--- src/rtl/keymat_pkg.sv ---
package keymat_pkg;
  function automatic int code_of(input int row, input int col, input int cols);
    return row * cols + col;
  endfunction

  function automatic int row_of(input int code, input int cols);
    return code / cols;
  endfunction

  function automatic int col_of(input int code, input int cols);
    return code % cols;
  endfunction
endpackage

--- src/rtl/keymat_scan.sv ---
module keymat_scan #(
  parameter int ROWS = 8,
  parameter int SETTLE_CYC = 64,
  localparam int RW = (ROWS > 1) ? $clog2(ROWS) : 1,
  localparam int DW = (SETTLE_CYC > 1) ? $clog2(SETTLE_CYC) : 1
) (
  input  logic            clk,
  input  logic            rst_n,
  output logic [ROWS-1:0] row_drv_n,
  output logic [RW-1:0]   row_idx,
  output logic            sample_now
);
  logic [DW-1:0] dwell;

  assign sample_now = (dwell == DW'(SETTLE_CYC - 1));
  assign row_drv_n  = ~(ROWS'(1) << row_idx);

  always_ff @(posedge clk or negedge rst_n) begin
    if (!rst_n) begin
      dwell   <= '0;
      row_idx <= '0;
    end else if (sample_now) begin
      dwell   <= '0;
      row_idx <= (row_idx == RW'(ROWS - 1)) ? '0 : row_idx + 1'b1;
    end else begin
      dwell <= dwell + 1'b1;
    end
  end

  a_r1_single_row: assert property (@(posedge clk) disable iff (!rst_n)
    $countones(~row_drv_n) == 1);
  a_r1_step: assert property (@(posedge clk) disable iff (!rst_n)
    sample_now |=> row_drv_n != $past(row_drv_n));
  a_r1_dwell: assert property (@(posedge clk) disable iff (!rst_n)
    !sample_now |=> $stable(row_drv_n));
endmodule

--- src/rtl/keymat_debounce.sv ---
module keymat_debounce
  import keymat_pkg::*;
#(
  parameter int ROWS = 8,
  parameter int COLS = 4,
  parameter int DEB_SCANS = 4,
  localparam int KEYS = ROWS * COLS,
  localparam int RW = (ROWS > 1) ? $clog2(ROWS) : 1,
  localparam int NW = (DEB_SCANS > 1) ? $clog2(DEB_SCANS) : 1
) (
  input  logic            clk,
  input  logic            rst_n,
  input  logic            sample_now,
  input  logic [RW-1:0]   row_idx,
  input  logic [COLS-1:0] col_n,
  output logic [KEYS-1:0] press_evt
);
  for (genvar k = 0; k < KEYS; k++) begin : g_key
    localparam int KR = row_of(k, COLS);
    localparam int KC = col_of(k, COLS);
    logic          mine, raw, held, done;
    logic [NW-1:0] run;

    assign mine = sample_now && (row_idx == RW'(KR));
    assign raw  = ~col_n[KC];
    assign done = (run == NW'(DEB_SCANS - 1));
    assign press_evt[k] = mine && raw && !held && done;

    always_ff @(posedge clk or negedge rst_n) begin
      if (!rst_n) begin
        held <= 1'b0;
        run  <= '0;
      end else if (mine) begin
        if (raw == held) begin
          run <= '0;
        end else if (done) begin
          held <= raw;
          run  <= '0;
        end else begin
          run <= run + 1'b1;
        end
      end
    end
  end

  a_r3_evt_on_sample: assert property (@(posedge clk) disable iff (!rst_n)
    (|press_evt) |-> sample_now);
endmodule

--- src/rtl/keymat_pick.sv ---
module keymat_pick #(
  parameter int KEYS = 32,
  localparam int CW = (KEYS > 1) ? $clog2(KEYS) : 1
) (
  input  logic            clk,
  input  logic            rst_n,
  input  logic [KEYS-1:0] press_evt,
  output logic [CW-1:0]   key_code,
  output logic            key_valid,
  output logic            have_code
);
  logic [CW-1:0] winner;
  logic          any_evt;

  assign any_evt = |press_evt;

  always_comb begin
    winner = '0;
    for (int k = KEYS - 1; k >= 0; k--) begin
      if (press_evt[k]) winner = CW'(k);
    end
  end

  always_ff @(posedge clk or negedge rst_n) begin
    if (!rst_n) begin
      key_code  <= '0;
      key_valid <= 1'b0;
      have_code <= 1'b0;
    end else begin
      key_valid <= any_evt;
      if (any_evt) begin
        key_code  <= winner;
        have_code <= 1'b1;
      end
    end
  end

  a_r4_pulse: assert property (@(posedge clk) disable iff (!rst_n)
    key_valid |=> !key_valid);
  a_r4_hold: assert property (@(posedge clk) disable iff (!rst_n)
    !any_evt |=> $stable(key_code));
  a_r10_live_after_report: assert property (@(posedge clk) disable iff (!rst_n)
    key_valid |-> have_code);
endmodule

--- src/rtl/keymat_lamp.sv ---
module keymat_lamp
  import keymat_pkg::*;
#(
  parameter int ROWS = 8,
  parameter int COLS = 4,
  localparam int KEYS = ROWS * COLS,
  localparam int CW = (KEYS > 1) ? $clog2(KEYS) : 1
) (
  input  logic            clk,
  input  logic            rst_n,
  input  logic            have_code,
  input  logic [CW-1:0]   key_code,
  input  logic            ext_sel_en,
  input  logic [CW-1:0]   ext_code,
  output logic [ROWS-1:0] led_row,
  output logic [COLS-1:0] led_col_n
);
  logic [CW-1:0] sel;
  logic          lit;
  int            sel_i;

  assign sel   = ext_sel_en ? ext_code : key_code;
  assign sel_i = int'(sel);
  assign lit   = (ext_sel_en || have_code) && (sel_i < KEYS);

  always_comb begin
    led_row   = '0;
    led_col_n = '1;
    if (lit) begin
      led_row[row_of(sel_i, COLS)]   = 1'b1;
      led_col_n[col_of(sel_i, COLS)] = 1'b0;
    end
  end

  a_r8_one_lamp: assert property (@(posedge clk) disable iff (!rst_n)
    lit |-> ($countones(led_row) == 1 && $countones(~led_col_n) == 1));
  a_r10_dark: assert property (@(posedge clk) disable iff (!rst_n)
    (!ext_sel_en && !have_code) |-> (led_row == '0 && led_col_n == '1));
endmodule

--- src/rtl/keymat_panel.sv ---
module keymat_panel #(
  parameter int ROWS = 8,
  parameter int COLS = 4,
  parameter int SETTLE_CYC = 64,
  parameter int DEB_SCANS = 4,
  localparam int KEYS = ROWS * COLS,
  localparam int CODE_W = (KEYS > 1) ? $clog2(KEYS) : 1,
  localparam int RW = (ROWS > 1) ? $clog2(ROWS) : 1
) (
  input  logic              clk,
  input  logic              rst_n,
  input  logic [COLS-1:0]   col_n,
  input  logic              ext_sel_en,
  input  logic [CODE_W-1:0] ext_code,
  output logic [ROWS-1:0]   row_drv_n,
  output logic [CODE_W-1:0] key_code,
  output logic              key_valid,
  output logic [ROWS-1:0]   led_row,
  output logic [COLS-1:0]   led_col_n
);
  logic [RW-1:0]   row_idx;
  logic            sample_now;
  logic [KEYS-1:0] press_evt;
  logic            have_code;

  keymat_scan #(.ROWS(ROWS), .SETTLE_CYC(SETTLE_CYC)) u_scan (
    .clk(clk), .rst_n(rst_n), .row_drv_n(row_drv_n),
    .row_idx(row_idx), .sample_now(sample_now));

  keymat_debounce #(.ROWS(ROWS), .COLS(COLS), .DEB_SCANS(DEB_SCANS)) u_deb (
    .clk(clk), .rst_n(rst_n), .sample_now(sample_now), .row_idx(row_idx),
    .col_n(col_n), .press_evt(press_evt));

  keymat_pick #(.KEYS(KEYS)) u_pick (
    .clk(clk), .rst_n(rst_n), .press_evt(press_evt), .key_code(key_code),
    .key_valid(key_valid), .have_code(have_code));

  keymat_lamp #(.ROWS(ROWS), .COLS(COLS)) u_lamp (
    .clk(clk), .rst_n(rst_n), .have_code(have_code), .key_code(key_code),
    .ext_sel_en(ext_sel_en), .ext_code(ext_code),
    .led_row(led_row), .led_col_n(led_col_n));

  a_r2_report_on_sample: assert property (@(posedge clk) disable iff (!rst_n)
    key_valid |-> $past(sample_now));
endmodule

--- config.mk ---
export PLATFORM = sky130hd
export DESIGN_NAME = keymat_panel
export DESIGN_NICKNAME = d
export VERILOG_FILES = /design/src/rtl/keymat_pkg.sv /design/src/rtl/keymat_scan.sv /design/src/rtl/keymat_debounce.sv /design/src/rtl/keymat_pick.sv /design/src/rtl/keymat_lamp.sv /design/src/rtl/keymat_panel.sv
export SDC_FILE = /design/constraint.sdc
export NUM_CORES = 1
export LEC_CHECK = 0
export ABC_AREA = 1
export BUFFER_PORTS_ARGS = -buffer_cell sky130_fd_sc_hd__buf_2
export CAP_MARGIN = 5
export CORE_AREA = 2 2 131 133
export DETAILED_ROUTE_END_ITERATION = 8
export DIE_AREA = 0 0 133 135
export GPL_ROUTABILITY_DRIVEN = 0
export SYNTH_ARGS = -nofsm -noshare
export SYNTH_HDL_FRONTEND = slang
export SYNTH_SLANG_ARGS = --single-unit
--- constraint.sdc ---
create_clock -name clk -period 4.01 [get_ports clk]
set_input_delay 0.802 -clock clk [delete_from_list [all_inputs] [get_ports clk]]
set_output_delay 0.802 -clock clk [all_outputs]
set_load 0.02 [all_outputs]
==> flow_metrics.env <==
export IMPL_timing_final_crit_share_pct=81.6
export IMPL_placement_io_buffers=37
export IMPL_pins_over_their_slew_limit=0
export IMPL_synth_cell_types=40
export IMPL_critPathMaxFanout=14
export IMPL_tightestPinTransition_ns=0.543
export IMPL_detailroute_via_count=5160
export IMPL_antenna_diode_count=0
export IMPL_grt_pass1_vias=4959
export IMPL_ys_async_sr_fraction_pct=100
export IMPL_source_to_sink_clock_delay_at_the_later_pin_of_the_worst_skew_pair_ns=0.36
export IMPL_pin_count_of_the_biggest_net_entering_global_routing=97
export IMPL_post_cts_resize_count=0
export IMPL_cpPeakStageDelay_ns=0.37
export IMPL_globalRouteTotalUtil_pct=17.1
export IMPL_cts_tree="built"
export IMPL_finalSetupViolCount=0
export IMPL_post_synth_top_area_cell="sky130_fd_sc_hd__dfrtp_1"
export IMPL_ctsRootBufferMaster="sky130_fd_sc_hd__clkbuf_16"
export IMPL_timing_hold_worst_class="input port to async pin"
export IMPL_worst_setup_path_type="flop to flop"
export IMPL_critical_path_top_cell_by_count="sky130_fd_sc_hd__nand2_1"
export IMPL_drt_initial_drc_count=292
export IMPL_p_leak_uw=0.00356
export IMPL_remaining_drc_errors=0
export IMPL_numPlacedInstances=1030
export IMPL_postRouteWirelength_mm=14.1
export IMPL_multi_input_area_um2=3190
export IMPL_finalClockSkew_ns=0.0106
export IMPL_number_of_antenna_violations_at_the_first_check_in_global_routing=0
export IMPL_netlist_area_leader_share_pct=43.4
export IMPL_fmaxAchievable_ghz=0.306
export IMPL_netlist_area_um2=6460
export IMPL_avgViaCountPerCell=4.94
export IMPL_gr_total_overflow=0
export IMPL_cts_path_max_buffers=2
export IMPL_die_width_um=133
export IMPL_maxCapViolations=0
export IMPL_setup_tns_ns=0
export IMPL_floorplan_die_height_um=135
export IMPL_crit_arrival_ns=3.53
export IMPL_floorplan_die_area_um2=18000
export IMPL_power_ir_vdd_worst_v=0.000199
export IMPL_cts_reportedPaths_clkPinSlew_ns=0.08
export IMPL_synth_flop_cell="sky130_fd_sc_hd__dfrtp_1"
export IMPL_preCtsSetupSlack_ns=0.780
export IMPL_finalPower_uw=2160
export IMPL_synthesis_yosys_warnings=0
export IMPL_synth_seq_area_share_pct=43.4
export IMPL_r2r_setup_slack_ns=0.74
export IMPL_nets=872
export IMPL_layoutNonFillerInstCount=1045
export IMPL_flow_area_growth_from_synthesis_pct=11.3
export IMPL_cts_hold_buf=0
export IMPL_postSynthRegisterBits=112
export IMPL_post_cts_repair_setup_buffers=0
export IMPL_synth_top_cells_by_count="sky130_fd_sc_hd__nand2_1 (209), sky130_fd_sc_hd__dfrtp_1 (112), sky130_fd_sc_hd__inv_1 (73)"
export IMPL_synthesis_area_per_instance_um2=8.21
export IMPL_starting_density_of_the_core_pct=39.4
export IMPL_cts_sinks=112
export IMPL_finalCriticalPeriod_ns=3.27
export IMPL_grt_setup_unrepaired="no"
export IMPL_regArea_um2=2800
export IMPL_nFillCells=1614
export IMPL_hold_violations=0
export IMPL_synth_area_top_cells="sky130_fd_sc_hd__dfrtp_1 (43%), sky130_fd_sc_hd__nand2_1 (12%), sky130_fd_sc_hd__ha_1 (7.6%)"
export IMPL_synth_nets=838
export IMPL_number_of_rows_in_the_core_area=47
export IMPL_cts_htree_levels=3
export IMPL_placeableCoreArea_um2=16400
export IMPL_route_detailed_wl_per_inst_um=13.5
export IMPL_share_of_cells_above_drive_strength_1_pct=11.6
export IMPL_status="finished clean"
export IMPL_boundaryPins=38
export IMPL_first_pass_iteration_count_of_the_detailed_router=5
export IMPL_final_setup_worst_slack_ns=0.738
export IMPL_power_density_nw_per_um2=301
export IMPL_netlist_instances=787
export IMPL_timing_critical_path_from_type="flop"
export IMPL_cts_buffers_inserted=9
export IMPL_layout_cell_area_non_filler_um2=7190
export IMPL_dp_final_hpwl_mm=10.1
export IMPL_edff_count_synth=0
export IMPL_worst_slew_margin_rel_pct=63.8
export IMPL_cell_area_after_placement_um2=6900
export IMPL_global_route_wire_length_before_repair_mm=24.5
export IMPL_cpMaxStageDelayCell="sky130_fd_sc_hd__dfrtp_1"
export IMPL_detail_route_antenna_nets=0
export IMPL_critical_path_endpoint_type="flop"
export IMPL_yosys_cell_count_top_type="sky130_fd_sc_hd__nand2_1"
export IMPL_worstPathRequired_ns=4.27
==> report_power, final <==
part | total, uW | internal (uW) | switching (uW) | leakage, uW
clock network | 910 | 486 | 424 | 0.000140
registers | 1130 | 1130 | 2.34 | 0.00116
logic | 121 | 33.6 | 87.5 | 0.00226
total | 2160 | 1650 | 514 | 0.00356
==> cell type report <==
cell class,count,share of cell area (%)
timing repair buffer,49,4.04
tap,220,3.83
inverter,89,4.68
clock inverter,4,0.784
sequential,112,39.0
multi-input combinational,560,44.4
clock buffer,11,3.24
==> metal layers <==
layer,vias to the layer above,part of all wire [%],GRT usage [%]
met5,-,0,0
met4,0,1.5,4.42
met3,15,3.0,3.87
met2,70,46,27.8
met1,2401,50,23.1
li1,2674,-,-
==> cells in the final DEF (no fill, tap or decap), types with 2 or more instances in the layout <==
cell | synthesis | layout
sky130_fd_sc_hd__nand3b_1 | 19 | 19
sky130_fd_sc_hd__buf_2 | 8 | 36
sky130_fd_sc_hd__nor2_4 | 4 | 4
sky130_fd_sc_hd__or2_2 | 4 | 4
sky130_fd_sc_hd__xnor2_1 | 4 | 4
sky130_fd_sc_hd__nor3_1 | 14 | 14
sky130_fd_sc_hd__clkbuf_16 | 0 | 9
sky130_fd_sc_hd__o32ai_1 | 3 | 3
sky130_fd_sc_hd__clkbuf_1 | 7 | 2
sky130_fd_sc_hd__inv_2 | 13 | 13
sky130_fd_sc_hd__nand2_1 | 209 | 209
sky130_fd_sc_hd__clkinv_4 | 0 | 3
sky130_fd_sc_hd__a31oi_1 | 6 | 6
sky130_fd_sc_hd__ha_1 | 39 | 39
sky130_fd_sc_hd__o31ai_1 | 27 | 27
sky130_fd_sc_hd__nand2_2 | 3 | 3
sky130_fd_sc_hd__nor4_1 | 5 | 5
sky130_fd_sc_hd__inv_1 | 73 | 73
sky130_fd_sc_hd__o21bai_1 | 2 | 2
sky130_fd_sc_hd__nor2_2 | 4 | 4
sky130_fd_sc_hd__nand4_1 | 26 | 26
sky130_fd_sc_hd__o21a_1 | 22 | 22
sky130_fd_sc_hd__nor2_1 | 49 | 49
sky130_fd_sc_hd__nand3_1 | 27 | 27
sky130_fd_sc_hd__xor2_1 | 21 | 21
sky130_fd_sc_hd__clkinv_1 | 2 | 2
sky130_fd_sc_hd__o21ai_1 | 2 | 2
sky130_fd_sc_hd__dfrtp_1 | 112 | 112
sky130_fd_sc_hd__a21oi_1 | 3 | 3
sky130_fd_sc_hd__o21ai_0 | 59 | 59
sky130_fd_sc_hd__buf_4 | 1 | 12
==> logic make-up (layout without fill, tap and decap cells) <==
| logic type | count (synthesis) | in the layout | share of synthesized area (%) |
|---|---|---|---|
| buffers and inverters | 115 | 153 | 7.17 |
| AND/OR/NAND/NOR | 369 | 369 | 26.3 |
| flip-flops | 112 | 112 | 43.4 |
| adder cells (fa/ha/maj) | 39 | 39 | 7.56 |
| AO/OA/AOI/OAI | 127 | 127 | 12.2 |
| XOR/XNOR | 25 | 25 | 3.39 |
==> path summary, 6_finish.rpt <==
path	startpoint	to	cells after the start
worst max-delay path	u_scan.dwell[0]	u_pick.key_code[0]	32
worst min-delay path	rst_n	u_deb.g_key[29].run[1]	1
worst max register to register	u_scan.dwell[0]	u_pick.key_code[0]	32
worst min register to register	u_pick.have_code	u_pick.have_code	2
max in group asynchronous	rst_n	u_deb.g_key[3].run[1]	2
min in group clk	u_pick.have_code	u_pick.have_code	2
==> state kept, by name, indices dropped and copies added, names as in the netlist <==
| name | flops |
|---|---|
| u_scan.dwell | 6 |
| u_pick.have_code | 1 |
| u_deb.g_key.run | 64 |
| u_pick.key_code | 5 |
| u_deb.g_key.held | 32 |
| u_scan.row_idx | 3 |
| u_pick.key_valid | 1 |
==> worst max-delay path, delay by kind of cell, from the launching register on <==
kind                     cells  cell delay (ns)
adder cells (fa/ha/maj)      1             0.20
AND/OR/NAND/NOR             30             2.20
flip-flops                   1             0.37
buffers and inverters        1             0.37
==> stage by stage <==
step / hold slack (ns) / util, %
6_report: 0.294 / 43.8
5_1_grt: 0.300 / 43.8
4_1_cts: 0.289 / 43.8
3_5_place_dp: 0.440 / 42.0
3_3_place_gp: 0.444 / 42.0
2_1_floorplan: 0.423 / -
Note: power is estimated with default switching activity, not from simulation.
